==> src/rtl/uart_rxq_pkg.sv <==
package uart_rxq_pkg;

    localparam int          BYTE_W   = 8;
    localparam logic [7:0]  FCR_KEEP = 8'hC9;

    typedef enum logic [1:0] {
        TRIG_1  = 2'b00,
        TRIG_4  = 2'b01,
        TRIG_8  = 2'b10,
        TRIG_14 = 2'b11
    } trig_code_e;

    // control register layout, bit 7 first
    typedef struct packed {
        trig_code_e trig;
        logic [1:0] spare;
        logic       dma_sel;
        logic       tx_clr;
        logic       rx_clr;
        logic       enable;
    } fcr_t;

    typedef struct packed {
        logic dr;
        logic oe;
        logic bi;
    } line_stat_t;

    function automatic int unsigned trig_level(trig_code_e c);
        case (c)
            TRIG_1:  return 1;
            TRIG_4:  return 4;
            TRIG_8:  return 8;
            default: return 14;
        endcase
    endfunction

endpackage

==> src/rtl/uart_rxq_store.sv <==
module uart_rxq_store #(
    parameter int DEPTH = 16,
    parameter int W     = 8,
    localparam int CNT_W = $clog2(DEPTH + 1)
) (
    input  logic             clk,
    input  logic             rst,
    input  logic             clr_i,
    input  logic             push_i,
    input  logic [W-1:0]     data_i,
    input  logic             pop_i,
    output logic [W-1:0]     head_o,
    output logic [CNT_W-1:0] count_o
);
    localparam int PTR_W = (DEPTH > 1) ? $clog2(DEPTH) : 1;

    logic [W-1:0]     mem [DEPTH];
    logic [PTR_W-1:0] wptr, rptr, wnext, rnext;
    logic [CNT_W-1:0] count_q;

    generate
        if ((1 << PTR_W) == DEPTH) begin : g_pow2
            assign wnext = wptr + 1'b1;
            assign rnext = rptr + 1'b1;
        end else begin : g_wrap
            assign wnext = (wptr == PTR_W'(DEPTH - 1)) ? '0 : wptr + 1'b1;
            assign rnext = (rptr == PTR_W'(DEPTH - 1)) ? '0 : rptr + 1'b1;
        end
    endgenerate

    always_ff @(posedge clk) begin
        if (push_i && !clr_i)
            mem[wptr] <= data_i;
    end

    always_ff @(posedge clk) begin
        if (rst || clr_i) begin
            wptr    <= '0;
            rptr    <= '0;
            count_q <= '0;
        end else begin
            if (push_i) wptr <= wnext;
            if (pop_i)  rptr <= rnext;
            count_q <= count_q + CNT_W'(push_i) - CNT_W'(pop_i);
        end
    end

    assign head_o  = mem[rptr];
    assign count_o = count_q;


    push_full_chk: assert property (@(posedge clk) disable iff (rst)
        (count_q == CNT_W'(DEPTH)) |-> !push_i);


    pop_empty_chk: assert property (@(posedge clk) disable iff (rst)
        (count_q == '0) |-> !pop_i);

endmodule

==> src/rtl/uart_rxq_timer.sv <==
module uart_rxq_timer #(
    parameter int CHARS = 4
) (
    input  logic clk,
    input  logic rst,
    input  logic restart_i,
    input  logic stop_i,
    input  logic tick_i,
    output logic fire_o
);
    localparam int TW = (CHARS > 1) ? $clog2(CHARS) : 1;

    logic          armed;
    logic [TW-1:0] ticks;
    logic          last;

    assign last   = (ticks == TW'(CHARS - 1));
    assign fire_o = armed & tick_i & last & ~restart_i & ~stop_i;

    always_ff @(posedge clk) begin
        if (rst || stop_i) begin
            armed <= 1'b0;
            ticks <= '0;
        end else if (restart_i) begin
            armed <= 1'b1;
            ticks <= '0;
        end else if (armed && tick_i) begin
            if (last) begin
                armed <= 1'b0;
                ticks <= '0;
            end else begin
                ticks <= ticks + 1'b1;
            end
        end
    end


    tick_range_chk: assert property (@(posedge clk) disable iff (rst)
        !armed |-> (ticks == '0));

endmodule

==> src/rtl/uart_rxq.sv <==
module uart_rxq #(
    parameter int DEPTH     = 16,
    parameter int TMO_CHARS = 4,
    localparam int CNT_W    = $clog2(DEPTH + 1)
) (
    input  logic             clk,
    input  logic             rst,
    input  logic             rx_valid,
    input  logic [7:0]       rx_byte,
    input  logic             rx_brk,
    input  logic             rbr_rd,
    input  logic             lsr_rd,
    input  logic             fcr_wr,
    input  logic [7:0]       fcr_wdata,
    input  logic             char_tick,
    output logic [7:0]       rbr_data,
    output logic [CNT_W-1:0] rx_fill,
    output logic             rx_trig,
    output logic             rx_tmo,
    output logic             ls_dr,
    output logic             ls_oe,
    output logic             ls_bi,
    output logic             tx_flush,
    output logic [7:0]       fcr_q
);
    import uart_rxq_pkg::*;

    fcr_t             fcr_r, fcr_in;
    line_stat_t       ls;
    logic             tmo_r, txf_r;
    logic             fifo_on, en_toggle, flush_rx, flush_tx;
    logic             rx_any, at_cap, push, pop, ovr, empties;
    logic [7:0]       rx_word, head;
    logic [CNT_W-1:0] fill, fill_nxt;
    logic             tmr_restart, tmr_stop, tmr_fire;

    assign fcr_in    = fcr_t'(fcr_wdata);
    assign fifo_on   = fcr_r.enable;
    assign en_toggle = fcr_wr & (fcr_in.enable ^ fcr_r.enable);
    assign flush_rx  = (fcr_wr & fcr_in.rx_clr) | en_toggle;
    assign flush_tx  = (fcr_wr & fcr_in.tx_clr) | en_toggle;

    assign rx_any   = rx_valid | rx_brk;
    assign rx_word  = rx_brk ? 8'h00 : rx_byte;
    assign at_cap   = fifo_on ? (fill == CNT_W'(DEPTH)) : (fill != '0);
    assign push     = rx_any & ~at_cap & ~flush_rx;
    assign ovr      = rx_any & at_cap & ~flush_rx;
    assign pop      = rbr_rd & (fill != '0) & ~flush_rx;
    assign fill_nxt = fill + CNT_W'(push) - CNT_W'(pop);
    assign empties  = pop & (fill_nxt == '0);

    assign tmr_stop    = flush_rx | ~fifo_on | (fill_nxt == '0);
    assign tmr_restart = fifo_on & (rx_any | pop);

    uart_rxq_store #(.DEPTH(DEPTH), .W(BYTE_W)) u_store (
        .clk     (clk),
        .rst     (rst),
        .clr_i   (flush_rx),
        .push_i  (push),
        .data_i  (rx_word),
        .pop_i   (pop),
        .head_o  (head),
        .count_o (fill)
    );

    uart_rxq_timer #(.CHARS(TMO_CHARS)) u_timer (
        .clk       (clk),
        .rst       (rst),
        .restart_i (tmr_restart),
        .stop_i    (tmr_stop),
        .tick_i    (char_tick),
        .fire_o    (tmr_fire)
    );

    always_ff @(posedge clk) begin
        if (rst) begin
            fcr_r <= '0;
            ls    <= '0;
            tmo_r <= 1'b0;
            txf_r <= 1'b0;
        end else begin
            txf_r <= flush_tx;
            if (fcr_wr)
                fcr_r <= fcr_t'(fcr_wdata & FCR_KEEP);

            if (flush_rx) begin
                ls.dr <= 1'b0;
                ls.bi <= 1'b0;
            end else begin
                if (push)
                    ls.dr <= 1'b1;
                else if (empties)
                    ls.dr <= 1'b0;

                if (push && rx_brk)
                    ls.bi <= 1'b1;
                else if (empties || lsr_rd)
                    ls.bi <= 1'b0;
            end

            if (ovr)
                ls.oe <= 1'b1;
            else if (lsr_rd)
                ls.oe <= 1'b0;

            if (flush_rx || rbr_rd)
                tmo_r <= 1'b0;
            else if (tmr_fire && (fill != '0))
                tmo_r <= 1'b1;
        end
    end

    assign rbr_data = (fill != '0) ? head : 8'h00;
    assign rx_fill  = fill;
    assign rx_trig  = fifo_on ? (fill >= CNT_W'(trig_level(fcr_r.trig))) : ls.dr;
    assign rx_tmo   = tmo_r;
    assign ls_dr    = ls.dr;
    assign ls_oe    = ls.oe;
    assign ls_bi    = ls.bi;
    assign tx_flush = txf_r;
    assign fcr_q    = fcr_r;


    dr_fill_chk: assert property (@(posedge clk) disable iff (rst)
        ls.dr == (fill != '0));


    bi_dr_chk: assert property (@(posedge clk) disable iff (rst)
        ls.bi |-> ls.dr);


    ovr_keep_chk: assert property (@(posedge clk) disable iff (rst)
        (fifo_on && fill == CNT_W'(DEPTH) && rx_any && !rbr_rd && !fcr_wr)
        |=> (fill == CNT_W'(DEPTH) && ls.oe));


    tmo_data_chk: assert property (@(posedge clk) disable iff (rst)
        $rose(tmo_r) |-> (fill != '0));


    flush_rx_chk: assert property (@(posedge clk) disable iff (rst)
        (fcr_wr && fcr_in.rx_clr) |=> (fill == '0 && !ls.dr && !tmo_r));


    flush_tx_chk: assert property (@(posedge clk) disable iff (rst)
        (fcr_wr && fcr_in.tx_clr) |=> tx_flush);


    single_tmo_chk: assert property (@(posedge clk) disable iff (rst)
        (!fifo_on && !fcr_wr) |=> !tmo_r);

endmodule

==> config.mk <==
export PLATFORM = sky130hd
export DESIGN_NAME = uart_rxq
export DESIGN_NICKNAME = d
export VERILOG_FILES = /design/src/rtl/uart_rxq_pkg.sv /design/src/rtl/uart_rxq_store.sv /design/src/rtl/uart_rxq_timer.sv /design/src/rtl/uart_rxq.sv
export SDC_FILE = /design/constraint.sdc
export NUM_CORES = 1
export LEC_CHECK = 0
export BUFFER_PORTS_ARGS = -buffer_cell sky130_fd_sc_hd__buf_4
export CAP_MARGIN = 25
export CORE_ASPECT_RATIO = 1.5
export CORE_MARGIN = 4
export CORE_UTILIZATION = 59
export CTS_CLUSTER_DIAMETER = 200
export DETAILED_ROUTE_END_ITERATION = 10
export PLACE_DENSITY = 0.9
export SKIP_CTS_REPAIR_TIMING = 1
export SYNTH_ARGS = -nofsm -noshare
export SYNTH_HDL_FRONTEND = slang
export SYNTH_SLANG_ARGS = --single-unit
export TNS_END_PERCENT = 20
==> constraint.sdc <==
create_clock -name clk -period 3.9 [get_ports clk]
set_input_delay 0.78 -clock clk [delete_from_list [all_inputs] [get_ports clk]]
set_output_delay 0.78 -clock clk [all_outputs]
set_load 0.05 [all_outputs]
Word-level counts from Yosys, hierarchy flattened. Memories as Yosys holds them, arrays and structs flattened. A register that Yosys moved wholly into a read port is not among the register bits. Index checks and enable logic that the tools add are counted.

Mux-type cells: 19. Multipliers: 0. $lt $le $gt $ge: 1. Reductions and logical operators: 21. Bitwise operators: 27. $add $sub $neg: 5. Eq/ne operators: 4. Divide/modulo/power cells: 0. Shift operators: 0.

Operators by type and width (number): 2-to-1 mux 8 bit (2); AND 1 bit (15); 2-to-1 mux 1 bit (13); one-hot mux 4 bit (3 select lines) (1); nonzero test 2 bit (5); adder 4 x 1 -> 4 bit, second input constant (2); 2-to-1 mux 4 bit (2); bitwise OR 1 bit (6); OR reduction 2 bit (3); adder 5 x 1 -> 5 bit (1); == test 5 bit, second input constant (1); >= comparator 5 bit (1); zero test 5 bit (1); NOT 1 bit (5); nonzero test 5 bit (1); subtractor 5 x 1 -> 5 bit (1); == test 2 bit, second input constant (2); logical AND 1 bit (4); logical OR 1 bit (4); adder 2 x 1 -> 2 bit, second input constant (1); == test 2 x 1 -> 1 bit, second input constant (1); zero test 2 bit (1); 2-to-1 mux 2 bit (1); AND reduction 2 bit (1); other kinds (2) (2).

Memories: 1. Bits of input ports: 24. Output and inout port bits: 27. Bits in latches: 0. Bits in read-only memories: 0. RAM bits: 128. Logic and storage cells: 91. Bits in registers: 25.

Memories: u_store.mem (words 16, width 8, read ports 1, clocked after Yosys merged registers in 1, wr ports 1, line uart_rxq_store.sv:17) `logic [W-1:0] mem [DEPTH];`.

Depth between registers and ports, before layout.
Depth after elaboration: 12. Gate-level depth with buffers: 15.

By module. From an unflattened synthesis, not the netlist that was laid out.

Cells, all modules: 423. Area total of the unflattened synthesis: 6792.8 um^2.

Modules (own cells, without submodules): uart_rxq_store (cells an instance 295, sequential area each 4184.0 um^2, times used 1, area each 5754.3 um^2); uart_rxq (cells an instance 112, sequential area each 180.2 um^2, times used 1, area each 882.1 um^2); uart_rxq_timer (cells an instance 16, sequential area each 60.1 um^2, times used 1, area each 156.4 um^2).

Worst setup path after synthesis. No wires, ideal clock.

Path kind: register to output. From: register u_store.count_q[2] (netlist: u_store.count_o[2]). To: output port rbr_data[0]. Arrival: 2.484 ns. Slack: 0.636 ns. Buffers on the path: 2. Cell stages (with the launch flop): 8. Cell sequence: dfxtp_1 > inv_1 > ha_1 > or4b_4 > buf_6 > or2b_1 > clkbuf_1 > o22ai_1.

Word-level cells in the longest chain between the ends: 2.

RTL lines: from (decl) (line uart_rxq_store.sv:19) `logic [CNT_W-1:0] count_q;`; from (signal assigned) (line uart_rxq_store.sv:44) `count_q <= count_q + CNT_W'(push_i) - CNT_W'(pop_i);`; nonzero test 5 bit (line uart_rxq.sv:113) `assign rbr_data = (fill != '0) ? head : 8'h00;`; 2-to-1 mux 8 bit (line uart_rxq.sv:113); to (decl) (line uart_rxq.sv:16) `output logic [7:0] rbr_data,`.

No other way between the ends.

Worst setup path in the final report.
From: register u_store.count_q[3] (netlist: u_store.count_o[3]). To: register u_timer.ticks[0].

Word-level cells in the longest chain between the ends: 11.

RTL lines: == test 5 bit or nonzero test 5 bit (tied branches) (line uart_rxq.sv:45, uart_rxq.sv:48); 2-to-1 mux 1 bit (line uart_rxq.sv:45) `assign at_cap = fifo_on ? (fill == CNT_W'(DEPTH)) : (fill != '0);`; NOT 1 bit (line uart_rxq.sv:46) `assign push = rx_any & ~at_cap & ~flush_rx;`; AND 1 bit (2 in series) (line uart_rxq.sv:46); adder 5 x 1 -> 5 bit (line uart_rxq.sv:49) `assign fill_nxt = fill + CNT_W'(push) - CNT_W'(pop);`; subtractor 5 x 1 -> 5 bit (line uart_rxq.sv:49); zero test 5 bit (line uart_rxq.sv:52) `assign tmr_stop = flush_rx | ~fifo_on | (fill_nxt == '0);`; bitwise OR 1 bit (line uart_rxq.sv:52); logical OR 1 bit (line uart_rxq_timer.sv:21) `if (rst || stop_i) begin`; OR reduction 2 bit (no source line) *; to (signal assigned) (line uart_rxq_timer.sv:32) `ticks <= ticks + 1'b1;`; to (decl) (line uart_rxq_timer.sv:14) `logic [TW-1:0] ticks;`.

Every way passes the cells marked *; elsewhere a longest branch is shown, timed or not. A chain may end at the register's enable or synchronous reset.

==> out/qor.yml <==
placement:
  port_buffers: 44
  hpwl_um: 8950
  finalWeightedCongestion: 0.823
route:
  drtIter0Drc: 375
  topRoutingLayerUsed: "met4"
  vias: 3810
  wl_um: 15000
  met1Wirelength_um: 5110
  wl_met2_um: 8420
  routedWlPerCell_um: 24.0
  dr.pass1.iters: 5
  drc_errors: 0
  ant_nets: 0
  met3_length_um: 746
  vias_per_cell: 6.11
sta:
  finalSetupViolCount: 0
  drv_slew: 0
  fin_crit_ns: 3.41
  fin_tns_setup_ns: 0
  maxSlewHeadroom_pct: 28.6
  hold_slack_ns: 0.464
  rsz0062_at_grt: "no"
  clock_skew_ns: 0.00966
  period_share_pct: 87.4
  final-hold-violation-count: 0
  timing.fmax_mhz: 293
  max_slew.worst_pin.slew_ns: 1.07
synthesis:
  yosysWarnings: 0
  synth_cell_types: 48
  synth-seq-cells: 157
  ys_seq_area_share_pct: 67.2
  synthCells: 412
  syn_area_um2: 6580
  synth.avg_cell_area_um2: 16.0
critical_path:
  worst_setup_path_end_kind: "flop"
  cp_data_required_time_ns: 4.19
  setup.worst_path.class: "flop to flop"
  crit_fanout: 10
  start_kind: "flop"
  arrival_ns: 3.70
cts:
  cts_tree: "built"
  clk_pin_slew_worst_paths_ns: 0.06
  clockRootBuffer: "clkbuf_16"
  cts.sinks: 157
  htree_num_levels: 4
  clk_latency_ns: 0.42
  cts_buffers: 17
  cts_buffer_depth: 2
cells_and_area:
  layout-drive-gt1-share_pct: 26.4
  final_cell_mix: "edfxtp_1, buf_4, nor2_1"
  num_antenna_cells: 0
  layout_commonest_cell: "edfxtp_1"
  area_delta_synth_final_pct: 16.9
  final_nets: 504
  n_fill_cell: 665
power:
  p_leak_nw: 2.66
  vdd_drop_max_uv: 503
  p_per_area_nw_per_um2: 661
floorplanning:
  start_util_pct: 59.8
  ios: 51
  num_rows: 47
  die_h_um: 137
  die-area_um2: 12900
  fp.coreArea_um2: 11000
  die_w_um: 94.2
hold_path:
  min_path_type: "flop to flop"
grt:
  grt_antenna_before_repair: 0
  overflow: 0
  grt_pass1_vias: 4030
  grt_max_degree: 33
  grt_pass1_wl_um: 23200
  grtUsageTotal_pct: 25.4
flow_run:
  drv_cap: 0
outcome:
  status: "completed"
## where the power goes
part	total (W)	internal (W)	switching (W)
sequential	0.00199	0.00191	0.0000848
clock	0.00169	0.00102	0.000675
combinational	0.00140	0.000516	0.000884
total	0.00508	0.00344	0.00164
## worst max-delay path, cell delays in order, from the launching register on
cell      delay [ns]
dfxtp_1         0.35
inv_1           0.09
ha_1            0.17
or4b_4          0.57
nand3_1         0.26
nand2_1         0.09
nand2_1         0.07
ha_1            0.17
inv_1           0.05
fa_1            0.39
nand2b_1        0.16
a21oi_1         0.17
xnor2_1         0.14
o31ai_1         0.47
nor3_1          0.12
## stage by stage
stage	power, W	std cells	util [%]	cell area (µm²)	worst slack (ns)
after floorplan	0.00306	415	-	6590	0.636
after global placement	0.00334	587	63.9	7030	0.391
after detailed placement	0.00340	587	63.9	7030	0.292
after CTS	0.00509	619	69.5	7640	0.486
after global routing	0.00530	624	70.0	7700	0.290
final	0.00508	624	70.0	7700	0.492
## synth_stat cells (all sizes together)
cell       n  area [µm²]
conb       1        3.75
nand4      3        33.8
nor4b      1        8.76
o31ai      1        7.51
nor2b     14        87.6
a211oi     1        7.51
and3       1        6.26
inv       14        52.6
a31oi      1        6.26
ha        15         188
a22o       1        8.76
or3        1        6.26
or2        2        12.5
mux2i     21         210
nor3b      1        7.51
or2b       1        7.51
o21bai     1        7.51
xnor2      2        17.5
nor2      38         143
edfxtp   128        3840
nand2     16        60.1
mux4      32         721
a21o       1        7.51
nor3       9        45.0
dfxtp     29         581
xor2       7        61.3
nand2b     5        31.3
o2bb2ai    1        8.76
and2       1        8.76
nand3      6        30.0
buf       14        96.3
a21oi     13        65.1
o41ai      1        8.76
o22ai      8        50.1
o22a       1        8.76
fa         1        20.0
mux2       1        15.0
o21ai      6        41.3
or4b       1        13.8
clkbuf    11        42.5
## sequential cells by signal, indices dropped and copies added, names as in the netlist, 2 cells and up, named ones only
register,cells
fcr_q,3
u_store.count_o,5
u_store.rptr,4
u_timer.ticks,2
u_store.wptr,4
u_store.mem,128
## per-layer routing
| metal | vias up | GRT usage (%) |
|---|---|---|
| met5 | - | 0 |
| met1 | 1921 | 27.9 |
| li1 | 1659 | - |
| met3 | 42 | 5.08 |
| met2 | 188 | 45.1 |
| met4 | 0 | 14.9 |
## logic make-up (layout without fill, tap and decap cells)
logic type | count (synthesis) | in the layout | share of synthesized area (%)
buffers and inverters | 39 | 101 | 2.91
other | 1 | 4 | 0.0570
AO/OA/AOI/OAI | 36 | 36 | 3.46
flip-flops | 157 | 157 | 67.2
XOR/XNOR | 9 | 9 | 1.20
multiplexers | 54 | 54 | 14.4
AND/OR/NAND/NOR | 100 | 100 | 7.62
adder cells (fa/ha/maj) | 16 | 16 | 3.16
## layout make-up
cell class,count,area [µm²],area share [%]
multi-input cells,219,1980,25.7
repair buffers,55,445,5.79
flip-flops and latches,157,4430,57.5
clock buffers,17,425,5.53
clock inverters,15,186,2.42
inverters,14,52.6,0.683
well taps,147,184,2.39
## final timing paths
kind	cells after the start	from	to	slack [ns]
worst min register to register	2	rx_tmo	rx_tmo	0.46
worst min-delay path	2	rx_tmo	rx_tmo	0.46
worst max register to register	14	u_store.count_o[3]	u_timer.ticks[0]	0.49
worst max-delay path	14	u_store.count_o[3]	u_timer.ticks[0]	0.49
Power figures use the tool's default switching activity.
